==> src/rtl/flow_settle.sv <==
module flow_settle (
  input  logic clk,
  input  logic rst,
  input  logic drive_lo,
  input  logic drive_hi,
  output logic q,
  output logic stable,
  output logic transient,
  output logic osc
);

  logic [1:0] cur_in;
  logic [1:0] held_in;
  logic [1:0] run;
  logic       nxt;
  logic       same_in;

  assign cur_in  = {drive_lo, drive_hi};
  assign same_in = (cur_in == held_in);

  always_comb begin
    case (cur_in)
      2'b00:   nxt = q;
      2'b10:   nxt = 1'b0;
      2'b01:   nxt = 1'b1;
      default: nxt = ~q;
    endcase
  end

  assign stable    = (nxt == q);
  assign transient = ~stable;
  assign osc       = run[1] & same_in;

  always_ff @(posedge clk) begin
    if (rst) begin
      q       <= 1'b0;
      held_in <= 2'b00;
      run     <= 2'd0;
    end else begin
      q       <= nxt;
      held_in <= cur_in;
      if (!transient)
        run <= 2'd0;
      else if (same_in && run != 2'd0)
        run <= 2'd2;
      else
        run <= 2'd1;
    end
  end

endmodule


==> config.mk <==
export PLATFORM = sky130hd
export DESIGN_NAME = flow_settle
export DESIGN_NICKNAME = d
export VERILOG_FILES = /design/src/rtl/flow_settle.sv
export SDC_FILE = /design/constraint.sdc
export NUM_CORES = 1
export LEC_CHECK = 0
export BUFFER_PORTS_ARGS = -buffer_cell sky130_fd_sc_hd__buf_2
export CORE_AREA = 4 4 41 43
export DETAILED_ROUTE_END_ITERATION = 12
export DIE_AREA = 0 0 45 47
export PLACE_DENSITY_LB_ADDON = 0.08
export SLEW_MARGIN = 20
export SYNTH_ARGS = -nofsm -noshare
export SYNTH_HDL_FRONTEND = slang
export SYNTH_SLANG_ARGS = --single-unit
==> constraint.sdc <==
create_clock -name clk -period 2 [get_ports clk]
set_input_delay 0 -clock clk [delete_from_list [all_inputs] [get_ports clk]]
set_output_delay 0 -clock clk [all_outputs]
set_load 0.05 [all_outputs]
==> results.md <==
* Outcome: completed
* Flop2flop setup slack at 1090 ps
* Layout cells sized above 1 at 43.3%
* Post-route ant nets at 0
* Startpoint class of the critical path: flip-flop
* Yosys warnings at 0
* Clock tree from TritonCTS: built
* Net count after synthesis at 22
* Share of the core filled with cells in the final layout at 22.1%
* Fin crit period at 1270 ps
* Die boundary height at 47 µm
* Count of buffers from port buffering at 7
* Crit. path cell count at 2
* Cell with the most instances after synthesis: sky130_fd_sc_hd__dfxtp_1
* Clock slew at the register clock pins of the worst setup and hold paths at 40 ps
* Synth Area per Inst at 10.8 µm²
* Leakage power at 0.125 nW
* Async set or reset register ratio after synthesis at 0%
* Sequential element share of the synthesized area at 51.6%
* Via count at 161
* Count of endpoints failing hold in the final timing report at 0
* Wire length of the first global-routing pass at 683 µm
* Synthesized-area fraction occupied by xor and xnor cells at 9.03%
* Bufs on Longest Clock Path at 2
* Routed len/inst at 8.93 µm
* Number of global-route vias before repair at 150
* Total number of nets in the final design at 35
* Initial Util at 14.9%
* Highest metal used: met3
* Unrepaired setup endpoints after global routing: no
* Largest cells by area after synthesis: sky130_fd_sc_hd__dfxtp_1 52%, sky130_fd_sc_hd__xor2_1 9.0%, sky130_fd_sc_hd__nor2b_1 6.5%, sky130_fd_sc_hd__nor3b_2 6.5%, sky130_fd_sc_hd__mux2i_1 5.2%
* Peak supply drop at 0.379 mV
* Global-route usage over all layers at 5.22%
* Biggest cell delay along the critical path at 380 ps
* Average vias per placed instance at 3.58
* Weighted congestion reported at the end of routability-driven placement at 0.646
* CP Buf/Inv Count at 1
* Area leader, netlist: sky130_fd_sc_hd__dfxtp_1
* Max cap viols at 0
* Chip width at 45 µm
* Initial antenna violation count at 0
* Final period util at 63.4%
* Count of state elements after synthesis at 5
* Combinational family with the most area after synthesis: simple AND/OR/NAND/NOR gates
* Instance count along the most critical hold path at 2
* Slew Viols, Final at 0
* Fraction of post-synthesis cell area in the top cell type by area at 51.6%
* Core area at 1300 µm²
* Number of synthesized flops with an enable pin at 0
* Path type of the worst setup path: reg -> out
* Worst clock skew at 3.22 ps
* Type of the worst min-delay path: in -> reg
* Cells on worst reg2reg path at 2
* Clock latency reported for the late side of the worst-skew pair at 240 ps
* Critical-path cell with the highest stage delay: sky130_fd_sc_hd__dfxtp_1
* Gate count of the mapped netlist at 18
* DRT Pass-1 Iters at 1
* GRT Residual Overflow at 0
* Number of diodes at 0
* Area of the die at 2120 µm²
* Flip-flop cell with the highest count after synthesis: sky130_fd_sc_hd__dfxtp_1
* Met1 routed wirelength after detailed routing at 186 µm
* Endpoint arrival time on the critical path at 1270 ps
* Max Clk Rate at 788 MHz
* TritonCTS Buffers at 3
* Sort of element at the end of the critical path: output port
* IO Count at 8
* Crit Path Max Fanout at 4
* Slew margin rel. at 82.0%
* Mapped Area at 194 µm²
* Detail Route met2 WL at 200 µm
* Initial DRC Count at 0
* Adder-Cell Fraction of Synth Area at 0%
* Cell chosen for the clock root: sky130_fd_sc_hd__clkbuf_4
* Residual DRC count at 0
* Final setup TNS at 0 ps
* Fraction of the mapped netlist area in simple logic gates at 28.4%
* Pin count of the biggest net entering global routing at 6
* Sinks on Clock Net at 5
* Power density over the cells at 950 nW/µm²
* Filler cell count in the final layout at 162
* Final wirelength at 402 µm
* Endpoint required time on the critical path at 2000 ps
* Number of setup violations in the final report at 0
* Gate family responsible for the most delay along the worst path: flip-flops
* Complex-gate fraction of the synthesized area at 3.87%
* Least-Margin Pin Slew at 265 ps
* Area growth from synthesis to layout at 48.4%
* Critical-path cell list: mux2i_2 > buf_2
* Site Rows at 13
* Met3 routed WL at 16 µm
* HPWL reported at the end of detailed placement at 313 µm
* H-tree lvl count at 1
* Post-synth top cells: 5 x sky130_fd_sc_hd__dfxtp_1, 2 x sky130_fd_sc_hd__nor2_1, 2 x sky130_fd_sc_hd__nor2b_1, 2 x sky130_fd_sc_hd__xor2_1
* Distinct cells, synth at 11
* Mux contribution to synthesized area at 5.16%
## where the power goes
| group | leakage [nW] | internal (mW) | switching [mW] |
|---|---|---|---|
| clock network | 0.0150 | 0.0753 | 0.0399 |
| logic | 0.0684 | 0.0152 | 0.0340 |
| registers | 0.0414 | 0.106 | 0.00317 |
## path summary, 6_finish.rpt
kind / startpoint / to
max: q / stable
min: drive_lo / q
max reg2reg: q / run[0]
min reg2reg: q / q
## registers in the layout, summed over array words and instances, names as in the netlist
register,count
run,2
q,1
held_in,2
## cell usage in the layout, fill, tap and decap left out
| cell | n |
|---|---|
| sky130_fd_sc_hd__buf_2 | 7 |
| sky130_fd_sc_hd__dfxtp_1 | 5 |
| sky130_fd_sc_hd__clkbuf_4 | 3 |
| sky130_fd_sc_hd__xor2_1 | 2 |
| sky130_fd_sc_hd__nor2b_1 | 2 |
| sky130_fd_sc_hd__nor2_1 | 2 |
| sky130_fd_sc_hd__mux2i_2 | 1 |
| sky130_fd_sc_hd__inv_1 | 1 |
| sky130_fd_sc_hd__nor3b_1 | 1 |
| sky130_fd_sc_hd__a211oi_1 | 1 |
| sky130_fd_sc_hd__nor3_2 | 1 |
| sky130_fd_sc_hd__nor3b_2 | 1 |
| sky130_fd_sc_hd__nor3_1 | 1 |
| sky130_fd_sc_hd__clkbuf_1 | 1 |
| sky130_fd_sc_hd__dlygate4sd3_1 | 1 |
## cell families after synthesis
| kind of cell | Yosys count |
|---|---|
| AO/OA/AOI/OAI | 1 |
| buffers and inverters | 1 |
| XOR/XNOR | 2 |
| AND/OR/NAND/NOR | 8 |
| multiplexers | 1 |
| flip-flops | 5 |
## what timing repair did
action	in CTS	in global routing
setup buffers	0	0
resized for setup	0	0
hold buffers	1	0
hold endpoints to repair	2	0
## per-stage QoR
stage               cells  hold slack (ps)  power (mW)  instance area (µm²)  setup slack (ps)
global route           45             20.8       0.292                  288               666
CTS                    45             5.71       0.282                  288               710
floorplan              18             69.5       0.145                  198               105
global placement       40              246       0.159                  251               975
finish                 45             15.8       0.273                  288               732
detailed placement     40              253       0.159                  251               974
## layout make-up
class	count	area [µm²]	area share, %
Clock buffer	4	26.3	9.13
Multi-Input combinational cell	12	93.8	32.6
Timing Repair Buffer	8	45.0	15.7
Inverter	1	3.75	1.30
Tap cell	15	18.8	6.52
Sequential cell	5	100	34.8
## routing by layer
layer  track usage, %  vias to the layer above
met5                0                        -
met4             8.77                        0
met3             1.15                        0
met2             6.50                        5
met1             5.71                       70
li1                 -                       86
(Power assumes the default switching activity.)
